File: config.mk
export PLATFORM = sky130hd
export DESIGN_NAME = clkrst_gen
export DESIGN_NICKNAME = d
export VERILOG_FILES = /design/src/rtl/clkrst_pkg.sv /design/src/rtl/clkrst_src_pick.sv /design/src/rtl/clkrst_divider.sv /design/src/rtl/clkrst_reset_sync.sv /design/src/rtl/clkrst_ready_sync.sv /design/src/rtl/clkrst_gen.sv
export SDC_FILE = /design/constraint.sdc
export NUM_CORES = 1
export LEC_CHECK = 0
export ABC_AREA = 1
export BUFFER_PORTS_ARGS = -buffer_cell sky130_fd_sc_hd__buf_2
export CAP_MARGIN = 5
export CORE_UTILIZATION = 45
export CTS_BUF_LIST = sky130_fd_sc_hd__clkbuf_16
export DETAILED_ROUTE_END_ITERATION = 12
export GPL_TIMING_DRIVEN = 0
export PLACE_DENSITY = 0.81
export SKIP_CTS_REPAIR_TIMING = 1
export SYNTH_ARGS = -nofsm -noshare
export SYNTH_HDL_FRONTEND = slang
export SYNTH_SLANG_ARGS = --single-unit
File: constraint.sdc
create_clock -name ref_clk -period 1 [get_ports ref_clk]
set_clock_uncertainty 0.1 [all_clocks]
set_input_delay 0.1 -clock ref_clk [delete_from_list [all_inputs] [get_ports ref_clk]]
set_output_delay 0.1 -clock ref_clk [all_outputs]
set_load 0.005 [all_outputs]
File: src/rtl/clkrst_pkg.sv
package clkrst_pkg;
  // Default divide ratio of the processor clock relative to the source.
  localparam int CPU_DIV_DEF    = 3;
  // Extra processor clock cycles the reset is held after the synchronizer.
  localparam int RESET_HOLD_DEF = 4;
  // Depth of the input synchronizer for the external frequency input.
  localparam int EXT_SYNC_DEF   = 2;
  // Number of ready stages in the long path.
  localparam int READY_DEPTH_DEF = 2;

  // Merge two enabled ready inputs; each enable is active low.
  function automatic logic merge_ready(input logic rdy_a, input logic en_a_n,
                                       input logic rdy_b, input logic en_b_n);
    return (rdy_a & ~en_a_n) | (rdy_b & ~en_b_n);
  endfunction
endpackage

File: src/rtl/clkrst_src_pick.sv
module clkrst_src_pick #(
  parameter int EXT_SYNC = clkrst_pkg::EXT_SYNC_DEF
) (
  input  logic ref_clk,
  input  logic sys_rst,
  input  logic ext_freq_in,
  input  logic src_sel_ext,
  output logic src_tick,
  output logic osc_q
);
  localparam int SW = EXT_SYNC + 1;

  logic [SW-1:0] ext_sh;

  always_ff @(posedge ref_clk) begin
    if (sys_rst) ext_sh <= '0;
    else         ext_sh <= {ext_sh[SW-2:0], ext_freq_in};
  end

  // Rising edge of the synchronized external input, or every cycle.
  always_comb begin
    if (src_sel_ext) src_tick = ext_sh[SW-2] & ~ext_sh[SW-1];
    else             src_tick = 1'b1;
  end

  always_ff @(posedge ref_clk) begin
    if (sys_rst)       osc_q <= 1'b0;
    else if (src_tick) osc_q <= ~osc_q;
  end

  // with the reference source selected the oscillator output changes every edge
  assert_osc_every_edge_R2: assert property (@(posedge ref_clk) disable iff (sys_rst)
    !src_sel_ext |=> (osc_q != $past(osc_q)));
endmodule

File: src/rtl/clkrst_divider.sv
module clkrst_divider #(
  parameter int CPU_DIV = clkrst_pkg::CPU_DIV_DEF
) (
  input  logic ref_clk,
  input  logic sys_rst,
  input  logic src_tick,
  output logic cpu_clk_q,
  output logic periph_q,
  output logic cpu_rise
);
  localparam int PW = (CPU_DIV > 2) ? $clog2(CPU_DIV) : 1;
  localparam logic [PW-1:0] LAST = PW'(CPU_DIV - 1);

  logic [PW-1:0] phase;
  logic          wrap;

  assign wrap     = (phase == LAST);
  // Reference edge at which the processor clock goes high.
  assign cpu_rise = src_tick & wrap;

  always_ff @(posedge ref_clk) begin
    if (sys_rst) begin
      phase     <= '0;
      cpu_clk_q <= 1'b0;
      periph_q  <= 1'b0;
    end else if (src_tick) begin
      phase     <= wrap ? '0 : phase + 1'b1;
      cpu_clk_q <= wrap;
      if (wrap) periph_q <= ~periph_q;
    end
  end

  // the processor clock high phase lasts one source period only
  assert_clk_one_tick_R3: assert property (@(posedge ref_clk) disable iff (sys_rst)
    (cpu_clk_q && src_tick) |=> !cpu_clk_q);

  // the peripheral clock changes exactly when the processor clock rises
  assert_periph_on_rise_R4: assert property (@(posedge ref_clk) disable iff (sys_rst)
    $rose(cpu_clk_q) == (periph_q != $past(periph_q)));
endmodule

File: src/rtl/clkrst_reset_sync.sv
module clkrst_reset_sync #(
  parameter int RESET_HOLD = clkrst_pkg::RESET_HOLD_DEF
) (
  input  logic ref_clk,
  input  logic sys_rst,
  input  logic cpu_rise,
  input  logic rst_n_in,
  output logic cpu_reset
);
  localparam int CW = $clog2(RESET_HOLD + 1);
  localparam int LW = $clog2(RESET_HOLD + 3) + 1;

  logic          req_s1, req_s2;
  logic [CW-1:0] hold_cnt;

  always_ff @(posedge ref_clk) begin
    if (sys_rst) begin
      req_s1   <= 1'b1;
      req_s2   <= 1'b1;
      hold_cnt <= CW'(RESET_HOLD);
    end else if (cpu_rise) begin
      req_s1 <= ~rst_n_in;
      req_s2 <= req_s1;
      if (req_s2)               hold_cnt <= CW'(RESET_HOLD);
      else if (hold_cnt != '0)  hold_cnt <= hold_cnt - 1'b1;
    end
  end

  assign cpu_reset = (hold_cnt != '0);

  // Checker: length of the current reset pulse in processor clock rises.
  logic [LW-1:0] pulse_len;
  always_ff @(posedge ref_clk) begin
    if (sys_rst)                    pulse_len <= '0;
    else if (!cpu_reset)            pulse_len <= '0;
    else if (cpu_rise && pulse_len != '1) pulse_len <= pulse_len + 1'b1;
  end

  // a reset pulse never ends before RESET_HOLD processor clock cycles
  assert_reset_min_len_R6: assert property (@(posedge ref_clk) disable iff (sys_rst)
    $fell(cpu_reset) |-> (pulse_len >= LW'(RESET_HOLD)));

  // the processor reset only changes on processor clock rises
  assert_reset_on_rise_R5: assert property (@(posedge ref_clk) disable iff (sys_rst)
    !$past(cpu_rise) |-> $stable(cpu_reset));
endmodule

File: src/rtl/clkrst_ready_sync.sv
module clkrst_ready_sync #(
  parameter int READY_DEPTH = clkrst_pkg::READY_DEPTH_DEF
) (
  input  logic ref_clk,
  input  logic sys_rst,
  input  logic cpu_rise,
  input  logic bus_rdy_a,
  input  logic rdy_a_en_n,
  input  logic bus_rdy_b,
  input  logic rdy_b_en_n,
  input  logic ready_one_stage,
  output logic bus_ready
);
  logic                   merged;
  logic [READY_DEPTH-1:0] stage;

  assign merged = clkrst_pkg::merge_ready(bus_rdy_a, rdy_a_en_n, bus_rdy_b, rdy_b_en_n);

  always_ff @(posedge ref_clk) begin
    if (sys_rst)       stage[0] <= 1'b0;
    else if (cpu_rise) stage[0] <= merged;
  end

  for (genvar g = 1; g < READY_DEPTH; g++) begin : g_chain
    always_ff @(posedge ref_clk) begin
      if (sys_rst)       stage[g] <= 1'b0;
      else if (cpu_rise) stage[g] <= stage[g-1];
    end
  end

  assign bus_ready = ready_one_stage ? stage[0] : stage[READY_DEPTH-1];

  // in one-stage mode the ready output follows the merged term after one rise
  assert_one_stage_R8: assert property (@(posedge ref_clk) disable iff (sys_rst)
    (cpu_rise && ready_one_stage) |=> (!ready_one_stage || bus_ready == $past(merged)));

  // the ready output never moves between processor clock rises
  assert_ready_held_R8: assert property (@(posedge ref_clk) disable iff (sys_rst)
    (!$past(cpu_rise) && $stable(ready_one_stage)) |-> $stable(bus_ready));
endmodule

File: src/rtl/clkrst_gen.sv
module clkrst_gen #(
  parameter int CPU_DIV     = clkrst_pkg::CPU_DIV_DEF,
  parameter int RESET_HOLD  = clkrst_pkg::RESET_HOLD_DEF,
  parameter int EXT_SYNC    = clkrst_pkg::EXT_SYNC_DEF,
  parameter int READY_DEPTH = clkrst_pkg::READY_DEPTH_DEF
) (
  input  logic ref_clk,
  input  logic sys_rst,
  input  logic ext_freq_in,
  input  logic src_sel_ext,
  input  logic rst_n_in,
  input  logic bus_rdy_a,
  input  logic rdy_a_en_n,
  input  logic bus_rdy_b,
  input  logic rdy_b_en_n,
  input  logic ready_one_stage,
  output logic cpu_clk,
  output logic periph_clk,
  output logic osc_out,
  output logic cpu_reset,
  output logic bus_ready
);
  logic src_tick;
  logic cpu_rise;

  clkrst_src_pick #(.EXT_SYNC(EXT_SYNC)) u_src (
    .ref_clk     (ref_clk),
    .sys_rst     (sys_rst),
    .ext_freq_in (ext_freq_in),
    .src_sel_ext (src_sel_ext),
    .src_tick    (src_tick),
    .osc_q       (osc_out)
  );

  clkrst_divider #(.CPU_DIV(CPU_DIV)) u_div (
    .ref_clk   (ref_clk),
    .sys_rst   (sys_rst),
    .src_tick  (src_tick),
    .cpu_clk_q (cpu_clk),
    .periph_q  (periph_clk),
    .cpu_rise  (cpu_rise)
  );

  clkrst_reset_sync #(.RESET_HOLD(RESET_HOLD)) u_rst (
    .ref_clk   (ref_clk),
    .sys_rst   (sys_rst),
    .cpu_rise  (cpu_rise),
    .rst_n_in  (rst_n_in),
    .cpu_reset (cpu_reset)
  );

  clkrst_ready_sync #(.READY_DEPTH(READY_DEPTH)) u_rdy (
    .ref_clk         (ref_clk),
    .sys_rst         (sys_rst),
    .cpu_rise        (cpu_rise),
    .bus_rdy_a       (bus_rdy_a),
    .rdy_a_en_n      (rdy_a_en_n),
    .bus_rdy_b       (bus_rdy_b),
    .rdy_b_en_n      (rdy_b_en_n),
    .ready_one_stage (ready_one_stage),
    .bus_ready       (bus_ready)
  );

  // outputs are in their idle state during the block reset
  assert_idle_in_reset_R9: assert property (@(posedge ref_clk)
    $past(sys_rst) |-> (!cpu_clk && !periph_clk && !osc_out && cpu_reset && !bus_ready));
endmodule

==> impl_metrics.json <==
{
  "status": "finished, violations left",
  "violations": "negative setup slack",
  "fillers": 111,
  "viasPerCell": 4.861,
  "setup_viol": 11,
  "final_util_pct": 71.04,
  "grt_remaining_overflow": 0,
  "clock_sinks": 15,
  "synth_edf_count": 0,
  "vias": 593,
  "synth_top_area_share_pct": 46.15,
  "track_usage_pct": 20.88,
  "synth_flop_cell": "dfxtp_1",
  "grt_antenna_before_repair": 0,
  "final_area_um2": 935.9,
  "p_leak_nw": 0.4547,
  "critical_path_class": "reg2out",
  "final.min_clock_period_ns": 1.150,
  "synthTopCellsByArea": "dfxtp_1 (46%), nor2_1 (10%), inv_1 (6.9%), nand2_1 (6.9%), a21oi_1 (4.6%)",
  "clk_path_buf_depth": 2,
  "fmax_ghz": 0.8698,
  "synth_cell_types": 18,
  "drtAntennaViolNets": 0,
  "start_util_pct": 49.38,
  "hold_class": "in2reg",
  "finalMaxSlewViolations": 0,
  "synth_top_family_by_area": "simple AND/OR/NAND/NOR gates",
  "synth_xor_area_share_pct": 1.346,
  "maxSlewHeadroom_pct": 78.49,
  "arrival_ns": 0.95,
  "period_share_pct": 115.0,
  "irDropWorstVdd_v": 0.001315,
  "setup_ws_ns": -0.1496,
  "drc": 0,
  "io_pins": 15,
  "synthAdderAreaFrac_pct": 3.846,
  "critPathMaxFanout": 3,
  "grt_setup_unrepaired": "true",
  "root_buffer": "clkbuf_16",
  "drt_iter0_drc": 9,
  "synth.cell_area_um2": 650.6,
  "power_density_nw_per_um2": 1771,
  "tightest_slew_ns": 0.3224,
  "clock_latency_ns": 0.24,
  "grt_first_pass_wirelength_um": 2083,
  "cts_tree": "built",
  "synth.area.mux_share_pct": 0,
  "die_area_um2": 1602,
  "place.gp.congestion": 0.6278,
  "dpl_worst_slack_ns": -0.08826,
  "die_w_um": 40.03,
  "worstPathRequired_ns": 0.80,
  "core_area_um2": 1318,
  "areaGrowthSynthToFinish_pct": 43.85,
  "htreeDepth": 1,
  "nets": 120,
  "dp_hpwl_um": 959.7,
  "yosysWarnings": 0,
  "wirelength_um": 1443,
  "ys_seq_area_share_pct": 46.15,
  "end_kind": "output pin",
  "drive_gt1_share_pct": 46.73,
  "antenna_cells": 0,
  "clk_pin_slew_worst_paths_ns": 0.05,
  "synth-async-reset-ratio_pct": 0,
  "numPortBuffers": 14,
  "grt_start_max_net_pins": 10,
  "maxCapViolCount": 0,
  "synth_top_cell_by_area": "dfxtp_1",
  "rows": 13,
  "drt_pre_antenna_iters": 4,
  "start_kind": "flop",
  "wl_per_cell_um": 11.83,
  "timing_hold_violations_final": 0,
  "synthSimpleGateAreaFrac_pct": 27.69,
  "synth.most_common_cell": "nor2_1",
  "synthCells": 84,
  "die_h_um": 40.03,
  "placed_cell_area_um2": 773.2,
  "syn_avg_cell_area_um2": 7.746,
  "grt_pass1_vias": 522,
  "synth_nets": 96,
  "numCtsBuffers": 3,
  "synthTopCellsByCount": "nor2_1 (18), dfxtp_1 (15), inv_1 (12), nand2_1 (12), a21oi_1 (6)",
  "synth_compound_area_share_pct": 12.88,
  "ys_ff_latch": 15
}
placed cells by master (no fill, tap or decap), types with 3 or more instances in the layout:
cell type  synthesis  layout
a21oi_2            0       4
nand2_2            1       5
o21ai_1            1       3
clkbuf_16          0       3
nor2_1            18      17
inv_1             12       8
dfxtp_2            0       6
buf_2              0      14
dfxtp_1           15       9
nand2_1           12       9
inv_2              2       4
final timing paths:
kind              slack (ns)                 to  cells past startpoint              start
setup / recovery       -0.15          cpu_reset                      4  u_rst.hold_cnt[0]
hold / removal          0.01    u_div.cpu_clk_q                      2            sys_rst
setup reg to reg       -0.11  u_rst.hold_cnt[2]                      5     u_div.phase[1]
hold reg to reg         0.30    u_src.ext_sh[1]                      2    u_src.ext_sh[0]
kinds of logic (layout without fill, tap and decap cells):
kind of cell	after synthesis	after routing
simple gates	37	38
compound gates	15	15
flops	15	15
buf+inv	14	36
fa+ha+maj	2	2
xor+xnor	1	1
sequential cells by signal, indices dropped and copies added (netlist names):
register	flops
u_rst.hold_cnt	3
u_div.phase	2
u_rdy.stage	2
u_src.osc_q	1
u_src.ext_sh	3
u_div.cpu_clk_q	1
u_div.periph_q	1
u_rst.req_s2	1
u_rst.req_s1	1
final cells by class:
cell class | instances | area, µm² | area share (%)
well taps | 15 | 18.77 | 2.005
multi-input cells | 56 | 362.8 | 38.77
clock buffers | 3 | 75.07 | 8.021
inverters | 14 | 57.56 | 6.150
repair buffers | 18 | 108.9 | 11.63
flip-flops and latches | 15 | 307.8 | 32.89
clock inverters | 1 | 5.005 | 0.5348
report_power, final:
part | leakage (nW) | internal [W] | switching, W
combinational | 0.288 | 0.000101 | 0.000116
clock | 0.0409 | 0.000533 | 0.000235
sequential | 0.126 | 0.000639 | 0.0000334
per-stage QoR:
step	hold slack (ns)	std cells	power [W]	TNS [ns]
2_1_floorplan	0.06907	84	0.0007915	-0.01283
3_3_place_gp	0.1988	113	0.0008396	-0.3036
3_5_place_dp	0.2016	113	0.0008551	-0.5156
4_1_cts	-0.05724	117	0.001626	-0.8538
5_1_grt	0.01943	122	0.001732	-1.730
6_report	0.01304	122	0.001657	-0.8880
per-layer routing:
| layer | vias to the layer above | part of all wire, % | global-route usage [%] |
|---|---|---|---|
| met1 | 270 | 42 | 20.75 |
| met2 | 14 | 54 | 35.89 |
| met4 | 0 | 0 | 12.93 |
| met3 | 0 | 3.7 | 8.333 |
| met5 | - | 0 | 0 |
| li1 | 309 | - | - |
worst max-delay path, cell delays in order, from the launching register on:
cell,delay (ns)
dfxtp_2,0.33
inv_4,0.08
ha_4,0.14
nand2_2,0.04
buf_2,0.11
No activity file was read; power rests on OpenSTA's default activity.
